## src/rtl/xlate_pkg.sv

```systemverilog
package xlate_pkg;
  localparam int unsigned RING_W = 2;
  localparam int unsigned FLAG_W = 8;

  // entry flag positions
  localparam int unsigned B_PRES    = 0;
  localparam int unsigned B_REF     = 1;
  localparam int unsigned B_MOD     = 2;
  localparam int unsigned B_RING_LO = 3;
  localparam int unsigned B_RD      = 5;
  localparam int unsigned B_WR      = 6;
  localparam int unsigned B_EX      = 7;

  typedef enum logic [1:0] {ACC_RD, ACC_WR, ACC_EX, ACC_BAD} acc_e;
  typedef enum logic [1:0] {FLT_NONE, FLT_PAGE, FLT_PROT, FLT_RSVD} fault_e;
  typedef enum logic [2:0] {S_IDLE, S_L1, S_L2, S_WB, S_DONE} walk_st_e;
endpackage

```

## src/rtl/xlate_addr.sv

```systemverilog
module xlate_addr #(
  parameter int unsigned VA_W  = 32,
  parameter int unsigned OFF_W = 12,
  parameter int unsigned L1_W  = 10
) (
  input  logic [VA_W-OFF_W-1:0] vpn_i,
  input  logic [VA_W-OFF_W-1:0] shared_root_i,
  input  logic [VA_W-OFF_W-1:0] space_root_i,
  input  logic [VA_W-OFF_W-1:0] l1_frame_i,
  output logic [VA_W-1:0]       l1_addr_o,
  output logic [VA_W-1:0]       l2_addr_o
);
  localparam int unsigned FRAME_W = VA_W - OFF_W;
  localparam int unsigned L2_W    = FRAME_W - L1_W;
  localparam int unsigned LG_B    = $clog2(VA_W / 8);

  logic [L1_W-1:0]    idx1;
  logic [L2_W-1:0]    idx2;
  logic [FRAME_W-1:0] root;

  always_comb begin
    idx1      = vpn_i[FRAME_W-1 -: L1_W];
    idx2      = vpn_i[L2_W-1:0];
    // top address bit selects shared (1) or per-space (0) table
    root      = vpn_i[FRAME_W-1] ? shared_root_i : space_root_i;
    l1_addr_o = {root, {OFF_W{1'b0}}} | (VA_W'(idx1) << LG_B);
    l2_addr_o = {l1_frame_i, {OFF_W{1'b0}}} | (VA_W'(idx2) << LG_B);
  end
endmodule

```

## src/rtl/xlate_perm.sv

```systemverilog
module xlate_perm
  import xlate_pkg::*;
(
  input  logic [FLAG_W-1:0] flags_i,
  input  acc_e              acc_i,
  input  logic [RING_W-1:0] ring_i,
  output logic              present_o,
  output logic              allow_o,
  output logic              changed_o,
  output logic [FLAG_W-1:0] flags_o
);
  logic perm;

  always_comb begin
    case (acc_i)
      ACC_RD:  perm = flags_i[B_RD];
      ACC_WR:  perm = flags_i[B_WR];
      ACC_EX:  perm = flags_i[B_EX];
      default: perm = 1'b0;
    endcase
    present_o = flags_i[B_PRES];
    // lower ring number = more privilege
    allow_o   = present_o && perm && (ring_i <= flags_i[B_RING_LO +: RING_W]);
    flags_o   = flags_i;
    flags_o[B_REF] = 1'b1;
    if (acc_i == ACC_WR) flags_o[B_MOD] = 1'b1;
    changed_o = (flags_o != flags_i);
  end
endmodule

```

## src/rtl/ring_page_xlate.sv

```systemverilog
module ring_page_xlate
  import xlate_pkg::*;
#(
  parameter int unsigned VA_W  = 32,
  parameter int unsigned OFF_W = 12,
  parameter int unsigned L1_W  = 10
) (
  input  logic                  clk_i,
  input  logic                  rst_ni,
  input  logic                  req_valid_i,
  output logic                  req_ready_o,
  input  logic [VA_W-1:0]       req_vaddr_i,
  input  logic [1:0]            req_acc_i,
  input  logic [RING_W-1:0]     req_ring_i,
  input  logic [VA_W-OFF_W-1:0] shared_root_i,
  input  logic [VA_W-OFF_W-1:0] space_root_i,
  output logic                  mem_req_o,
  output logic                  mem_we_o,
  output logic [VA_W-1:0]       mem_addr_o,
  output logic [VA_W-1:0]       mem_wdata_o,
  input  logic                  mem_ack_i,
  input  logic [VA_W-1:0]       mem_rdata_i,
  output logic                  rsp_valid_o,
  output logic [VA_W-1:0]       rsp_paddr_o,
  output logic [1:0]            rsp_fault_o
);
  localparam int unsigned FRAME_W = VA_W - OFF_W;

  walk_st_e            state_q, state_d;
  logic [VA_W-1:0]     vaddr_q, pte_q, paddr_q;
  logic [FRAME_W-1:0]  l1_frame_q;
  acc_e                acc_q;
  logic [RING_W-1:0]   ring_q;
  fault_e              fault_q;

  logic [VA_W-1:0]     l1_addr, l2_addr;
  logic [FLAG_W-1:0]   flags_new;
  logic                pte_pres, pte_allow, pte_chg;
  logic                accept;

  xlate_addr #(.VA_W(VA_W), .OFF_W(OFF_W), .L1_W(L1_W)) u_addr (
    .vpn_i         (vaddr_q[VA_W-1:OFF_W]),
    .shared_root_i (shared_root_i),
    .space_root_i  (space_root_i),
    .l1_frame_i    (l1_frame_q),
    .l1_addr_o     (l1_addr),
    .l2_addr_o     (l2_addr)
  );

  // judged straight off the read data in the ack cycle
  xlate_perm u_perm (
    .flags_i   (mem_rdata_i[FLAG_W-1:0]),
    .acc_i     (acc_q),
    .ring_i    (ring_q),
    .present_o (pte_pres),
    .allow_o   (pte_allow),
    .changed_o (pte_chg),
    .flags_o   (flags_new)
  );

  assign accept = req_valid_i && req_ready_o;

  always_comb begin
    state_d = state_q;
    case (state_q)
      S_IDLE: if (accept) state_d = S_L1;
      S_L1:   if (mem_ack_i) state_d = mem_rdata_i[B_PRES] ? S_L2 : S_DONE;
      S_L2:   if (mem_ack_i) state_d = (pte_allow && pte_chg) ? S_WB : S_DONE;
      S_WB:   if (mem_ack_i) state_d = S_DONE;
      S_DONE: state_d = S_IDLE;
      default: state_d = S_IDLE;
    endcase
  end

  always_ff @(posedge clk_i or negedge rst_ni) begin
    if (!rst_ni) begin
      state_q    <= S_IDLE;
      vaddr_q    <= '0;
      acc_q      <= ACC_RD;
      ring_q     <= '0;
      fault_q    <= FLT_NONE;
      l1_frame_q <= '0;
      pte_q      <= '0;
      paddr_q    <= '0;
    end else begin
      state_q <= state_d;
      if (accept) begin
        vaddr_q <= req_vaddr_i;
        acc_q   <= acc_e'(req_acc_i);
        ring_q  <= req_ring_i;
        fault_q <= FLT_NONE;
      end
      if (state_q == S_L1 && mem_ack_i) begin
        l1_frame_q <= mem_rdata_i[VA_W-1:OFF_W];
        if (!mem_rdata_i[B_PRES]) fault_q <= FLT_PAGE;
      end
      if (state_q == S_L2 && mem_ack_i) begin
        if (!pte_pres) begin
          fault_q <= FLT_PAGE;
        end else if (!pte_allow) begin
          fault_q <= FLT_PROT;
        end else begin
          pte_q   <= {mem_rdata_i[VA_W-1:FLAG_W], flags_new};
          paddr_q <= {mem_rdata_i[VA_W-1:OFF_W], vaddr_q[OFF_W-1:0]};
        end
      end
    end
  end

  assign req_ready_o = (state_q == S_IDLE);
  assign mem_req_o   = (state_q == S_L1) || (state_q == S_L2) || (state_q == S_WB);
  assign mem_we_o    = (state_q == S_WB);
  assign mem_addr_o  = (state_q == S_L1) ? l1_addr : l2_addr;
  assign mem_wdata_o = pte_q;
  assign rsp_valid_o = (state_q == S_DONE);
  assign rsp_paddr_o = paddr_q;
  assign rsp_fault_o = fault_q;

  p_accept_r1: assert property (@(posedge clk_i) disable iff (!rst_ni)
    (req_valid_i && req_ready_o) |=> !req_ready_o);

  p_offset_r2: assert property (@(posedge clk_i) disable iff (!rst_ni)
    (rsp_valid_o && rsp_fault_o == FLT_NONE) |-> rsp_paddr_o[OFF_W-1:0] == vaddr_q[OFF_W-1:0]);

  p_region_r3: assert property (@(posedge clk_i) disable iff (!rst_ni)
    (mem_req_o && state_q == S_L1) |->
      mem_addr_o[VA_W-1:OFF_W] == (vaddr_q[VA_W-1] ? shared_root_i : space_root_i));

  p_ring_ok_r6: assert property (@(posedge clk_i) disable iff (!rst_ni)
    (rsp_valid_o && rsp_fault_o == FLT_NONE) |->
      (ring_q <= pte_q[B_RING_LO +: RING_W]) && pte_q[B_REF] && pte_q[B_PRES]);

  p_wb_data_r7: assert property (@(posedge clk_i) disable iff (!rst_ni)
    (mem_req_o && mem_we_o) |-> mem_wdata_o[B_REF] && mem_wdata_o[B_PRES]);

  p_hold_r8: assert property (@(posedge clk_i) disable iff (!rst_ni)
    (mem_req_o && !mem_ack_i) |=>
      mem_req_o && $stable(mem_addr_o) && $stable(mem_we_o) && $stable(mem_wdata_o));

  p_pulse_r9: assert property (@(posedge clk_i) disable iff (!rst_ni)
    rsp_valid_o |=> !rsp_valid_o);

  p_quiet_rsp_r9: assert property (@(posedge clk_i) disable iff (!rst_ni)
    rsp_valid_o |-> !mem_req_o && rsp_fault_o != FLT_RSVD);
endmodule

```

## config.mk

```make
export PLATFORM = sky130hd
export DESIGN_NAME = ring_page_xlate
export DESIGN_NICKNAME = d
export VERILOG_FILES = /design/src/rtl/xlate_pkg.sv /design/src/rtl/xlate_addr.sv /design/src/rtl/xlate_perm.sv /design/src/rtl/ring_page_xlate.sv
export SDC_FILE = /design/constraint.sdc
export NUM_CORES = 1
export LEC_CHECK = 0
export BUFFER_PORTS_ARGS = -buffer_cell sky130_fd_sc_hd__clkbuf_2
export CAP_MARGIN = 15
export CORE_MARGIN = 2
export CORE_UTILIZATION = 40
export CTS_CLUSTER_SIZE = 25
export DETAILED_ROUTE_END_ITERATION = 16
export PLACE_DENSITY = 0.7
export SYNTH_ARGS = -nofsm -noshare
export SYNTH_HDL_FRONTEND = slang
export SYNTH_HIERARCHICAL = 1
export SYNTH_SLANG_ARGS = --single-unit
```

## constraint.sdc

```tcl
create_clock -name clk_i -period 2.7 [get_ports clk_i]
set_input_delay 0.405 -clock clk_i [delete_from_list [all_inputs] [get_ports clk_i]]
set_output_delay 0.405 -clock clk_i [all_outputs]
set_load 0.01 [all_outputs]
```

# == After elaboration in Yosys (flattened, before gate mapping) ==
# Index checks and enable logic that the tools add are counted.
# Widths: inputs -> output; s select.
# op_classes
magnitude_cmp,1
n_shift,0
mul,0
bitwise_logic,2
muxes,17
div,0
n_eq_ne,11
addsub,0
n_reduce_logical,12
# op_table
operator,count
$or 32x12->32,2
$mux 32,1
$mux 20,1
$mux 3,6
$mux 2,6
$pmux 3 s4,1
$eq 3x2->1 const B,2
$logic_and 1x1->1,6
$ne 2x1->1 const B,2
$ne 2x2->1 const B,2
$reduce_and 4->1,1
$eq 3x1->1 const B,1
$eq 3x3->1 const B,1
$logic_not 3->1,1
$pmux 1 s3,1
$reduce_and 3->1,1
$eq 2x1->1 const B,1
$eq 2x2->1 const B,1
$le 2x2->1,1
$logic_not 2->1,1
$logic_or 1x1->1,2
$ne 2x2->1,1
$mux 1,1
# word_totals
latch_bits,0
input_bits,112
elab_cells,51
romBits,0
register_bits,125
mem_bits_rw,0
output_inout_bits,102
memories,0

# == Longest topological paths before layout ==
# depth
word_depth,8
mapped_depth,9
depth_no_buf,8

# == Hierarchy ==
# The synthesis kept the hierarchy.
# modules_own_cells
mod,instances,seq_area_each_um2,cells_per_inst,area_per_inst_um2
ring_page_xlate,1,2627.5,308,4779.6
xlate_addr,1,0.0,67,656.9
xlate_perm,1,0.0,23,157.7

# == Worst setup path before layout ==
# OpenSTA, ideal clock, no wires.
# synth_timing
path_type,input port to flip-flop
start,input port mem_rdata_i[4]
end,register pte_q[10] (netlist: mem_wdata_o[10])
setup_ps,125
path_buffers,1
path_slack_ps,633
cell_stages,9
required_time_ps,2575
arrival_ps,1942
cell_sequence,inv_1 > ha_1 > nor2b_1 > o21ai_0 > and3_1 > nand2_1 > nor2_8 > buf_6 > mux2_2
# synth_between
elab_chain_len,3
# synth_lines
element,line_no,source
"start, declared",ring_page_xlate.sv:22,"input logic [VA_W-1:0] mem_rdata_i,"
$le 2x2->1,xlate_perm.sv:23,allow_o = present_o && perm && (ring_i <= flags_i[B_RING_LO +: RING_W]);
$logic_and 1x1->1,xlate_perm.sv:23,
net pte_allow,ring_page_xlate.sv:38,"logic pte_pres, pte_allow, pte_chg;"
$reduce_and 3->1 (no line),n/a,
"end signal, assigned",ring_page_xlate.sv:103,"pte_q <= {mem_rdata_i[VA_W-1:FLAG_W], flags_new};"
"end, declared",ring_page_xlate.sv:30,"logic [VA_W-1:0] vaddr_q, pte_q, paddr_q;"
# The timed path passes the listed nets, and every way through them passes these cells.
# A chain may end at the register's enable or synchronous reset.

# == Worst setup path in the final report ==
# layout_timing
start,register state_q[0]
end,output port mem_addr_o[17]
# layout_between
elab_chain_len,2
# layout_lines
element,line_no,source
"start, declared",ring_page_xlate.sv:29,"walk_st_e state_q, state_d;"
"start signal, assigned",ring_page_xlate.sv:86,state_q <= state_d;
$eq 3x1->1,ring_page_xlate.sv:113,assign mem_addr_o = (state_q == S_L1) ? l1_addr : l2_addr;
$mux 32,ring_page_xlate.sv:113,
"end, declared",ring_page_xlate.sv:19,"output logic [VA_W-1:0] mem_addr_o,"
# Every way passes these cells.

==> summary.md <==
| Metric | Value |
|---|---|
| Status | finished, final reports clean |
| Crit-path leading delay family | flip-flops |
| Largest net degree at the start of global routing | 46 |
| Sequential area share after synthesis | 0.470 |
| Final-report setup violation count | 0 |
| Die width | between 100 and 150 um |
| Drt drc | 0 |
| Final GP Congestion | 0.767 |
| Gr ovfl total | 0 |
| Reg-to-Reg End | mem_wdata_o[19]$_DFFE_PN0P_ |
| 1st-pass router iterations | 4 |
| Adder-Cell Fraction of Synth Area | 0.00447 |
| Largest family of logic cells by synthesized area | multiplexers |
| Worst vdd ir | about 0.00042 V |
| Area grow syn2layout | 17.7% |
| Die height | 122 um |
| Critical Path Source | state_q[0]$_DFFE_PN0P_ |
| WP data arrival | 2060 ps |
| DP Area | 0.00626 sq mm |
| Latest clock arrival within the worst-skew pair | 350 ps |
| First-pass GRT wire length | ~18000 um |
| Biggest area consumer among synthesized cells | dfrtp_1 |
| Startpoint types | flip-flop |
| Via density | 4.69 |
| Post-Synthesis Cells | about 400 |
| Max incr delay on CP | 620 ps |
| Starting Density | 0.406 |
| Dpl hpwl | around 9000 um |
| CTS max path bufs | 2 |
| # resized after CTS | 0 |
| CP Cell Sequence | nand2b_4 > nor2_4 > buf_12 > mux2_2 > clkbuf_2 |
| Final Cycle Share | 0.912 |
| DRT iter0 DRCs | 70 |
| Kind of critical path | reg2out |
| Pwr per Cell Area | ~1100 mW/mm^2 |
| Compound-gate portion of the synthesized area | 0.0166 |
| Post-synth top area share | 0.470 |
| Antenna violations before repair | 0 |
| CP Buf/Inv Count | 2 |
| Setup slack after layout | 237 ps |
| Area contributors post-synth | dfrtp_1, mux2_2, mux2_4 |
| Final Hold Viols | 0 |
| Origin of the critical flop-to-flop path | ring_q[1]$_DFFE_PN0P_ |
| Design area | about 0.0066 sq mm |
| RSZ-0062 raised after global routing | no |
| Ys Warns | 6 |
| Vias in the first global route | around 3400 |
| Die footprint | roughly 0.015 sq mm |
| Leakage Power | 3.44 nW |
| CP Capture Type | output pin |
| Crit path to | mem_addr_o[17] |
| Post-Place Cells | between 700 and 800 |
| Syn Area/Cell | 14.1 sq um |
| DRT antenna net count | 0 |
| Final TNS setup | 0 ps |
| CTS tree | yes |
| Ports | 214 |
| Slew Limit Fails | 0 |
| F_max | 0.406 GHz |
| Wire per inst | 15.9 um |
| Critical path depth in cells | 5 |
| Yosys reg bits | about 110 |
| H-tree lvl count | 3 |
| Worst reg-to-reg setup slack | approximately 370 ps |
| Clock Pin Slew Worst Setup and Hold Paths | 70 ps |
| Rows | 43 |
| Worst min-delay path category | in2reg |
| Least-Margin Pin Slew | 533 ps |
| Critical Path RT | 2300 ps |
| Worst reg2reg path depth | 8 |
| Hold buffers post-CTS | 1 |
| Post-synthesis simple-gate area fraction | 0.0382 |
| Final core utilization | 0.478 |
| Max Cap Violations | 0 |
| Mux share of post-synthesis cell area | 0.334 |
| Placeable Area | 0.0138 sq mm |
| CP max FO | 27 |
| Worst Clk Skew | around 7 ps |
| Worst path slowest cell | dfrtp_1 |
| Cts bufs inserted | 9 |
| Final Routed Wirelength | 11600 um |
| Setup bufs post-CTS | 0 |
| Gr usage total | 0.156 |
| Total design power | 7.24 mW |
| Layout cells sized above 1 | 0.701 |
| Post-synthesis xor/xnor area fraction | 0 |
| Routed vias | 3411 |
| Mapped Area | 0.00559 sq mm |
| Worst-case headroom to the max-slew limit | 0.645 |
| Root buffer cell | clkbuf_16 |
| Tmin final | ~2500 ps |
| Ant. Diodes | 0 |
| Pre-CTS setup slack | a little under 200 ps |
| Netlist cell types | 37 |
| Final nets | 657 |
| # port buffers | 211 |
| Smallest hold slack | 274 ps |
| # clock sinks | between 100 and 150 |
| Fillers | 1249 |
| Cell Count, Final, Fillers Out | 728 |
## cell usage in the layout, fill, tap and decap left out, types with 4 or more instances in the layout
cell type	synthesis	routed
o21ai_0	4	4
mux2_1	10	10
dfrtp_1	105	105
clkbuf_16	0	9
mux2_2	103	103
conb_1	2	5
clkbuf_2	0	210
nor2_1	5	5
nand2_1	5	5
mux2_4	39	39
buf_4	73	7
inv_1	6	6
## flip-flops by register name (all words and copies together) (netlist names)
name	flops
vaddr_q	32
ring_q	2
acc_q	2
rsp_fault_o	2
state_q	3
rsp_paddr_o	12
mem_wdata_o	32
l1_frame_q	20
## per-layer routing
metal,up-vias,wire length (um),global-route usage
met5,-,0,0
met4,0,156,0.0575
met3,10,969,0.0446
met2,143,5590,0.259
met1,1660,4860,0.194
li1,1598,-,-
## report_power, final
part | internal (mW) | switching, mW
logic | 1.82 | 1.41
registers | 2.21 | 0.414
clock network | 0.818 | 0.574
total | 4.85 | 2.39
## logic make-up after synthesis
family                   after synthesis
AO/OA/AOI/OAI                         14
AND/OR/NAND/NOR                       26
multiplexers                         153
flip-flops                           105
buffers and inverters                 96
adder cells (fa/ha/maj)                2
other                                  2
## final cells by class
class | count | area [sq um] | share of cell area
sequential | 105 | 2630 | 0.399
tap | 180 | 225 | 0.0342
clock inverter | 6 | 90.1 | 0.0137
clock buffer | 10 | 229 | 0.0348
multi-input combinational | 200 | 2220 | 0.337
inverter | 6 | 22.5 | 0.00342
timing repair buffer | 221 | 1170 | 0.178
## cells in the mapped netlist
master,number
buf_4,73
and3b_1,1
mux2_1,10
o21ai_1,1
a211oi_1,2
mux2i_1,1
and4bb_4,1
buf_8,1
mux2_2,103
nor2b_1,1
nor2_4,1
o21ai_0,4
conb_1,2
o22ai_1,1
nand4bb_4,1
nor3_1,1
nor2_8,1
o22a_1,1
and2_1,1
nand2b_4,1
buf_2,1
a21oi_1,3
nand2_1,5
ha_1,2
or3_1,1
nor4b_4,1
buf_6,15
and3_1,1
nand3b_1,1
o21a_1,1
inv_1,6
nor2_1,5
nand2b_1,2
a2bb2oi_2,1
mux2_4,39
nand3_1,1
dfrtp_1,105
## worst min path at each step
stage	cells after the start	to	start	slack, ps
after floorplan	0	acc_q[0]$_DFFE_PN0P_	rst_ni	110
after global placement	1	vaddr_q[24]$_DFFE_PN0P_	rst_ni	330
after detailed placement	1	vaddr_q[24]$_DFFE_PN0P_	rst_ni	330
after CTS	2	vaddr_q[26]$_DFFE_PN0P_	req_vaddr_i[26]	260
after global routing	2	vaddr_q[26]$_DFFE_PN0P_	req_vaddr_i[26]	260
final	2	vaddr_q[26]$_DFFE_PN0P_	req_vaddr_i[26]	270
## worst register-to-register path: stages, from the launching register on
cell	delay [ps]
dfrtp_1	380
ha_1	280
nor2b_1	130
o21ai_0	180
and3_1	260
nand2_1	150
nor2_8	230
buf_12	220
mux2_2	380
Note: power is estimated with default switching activity, not from simulation.
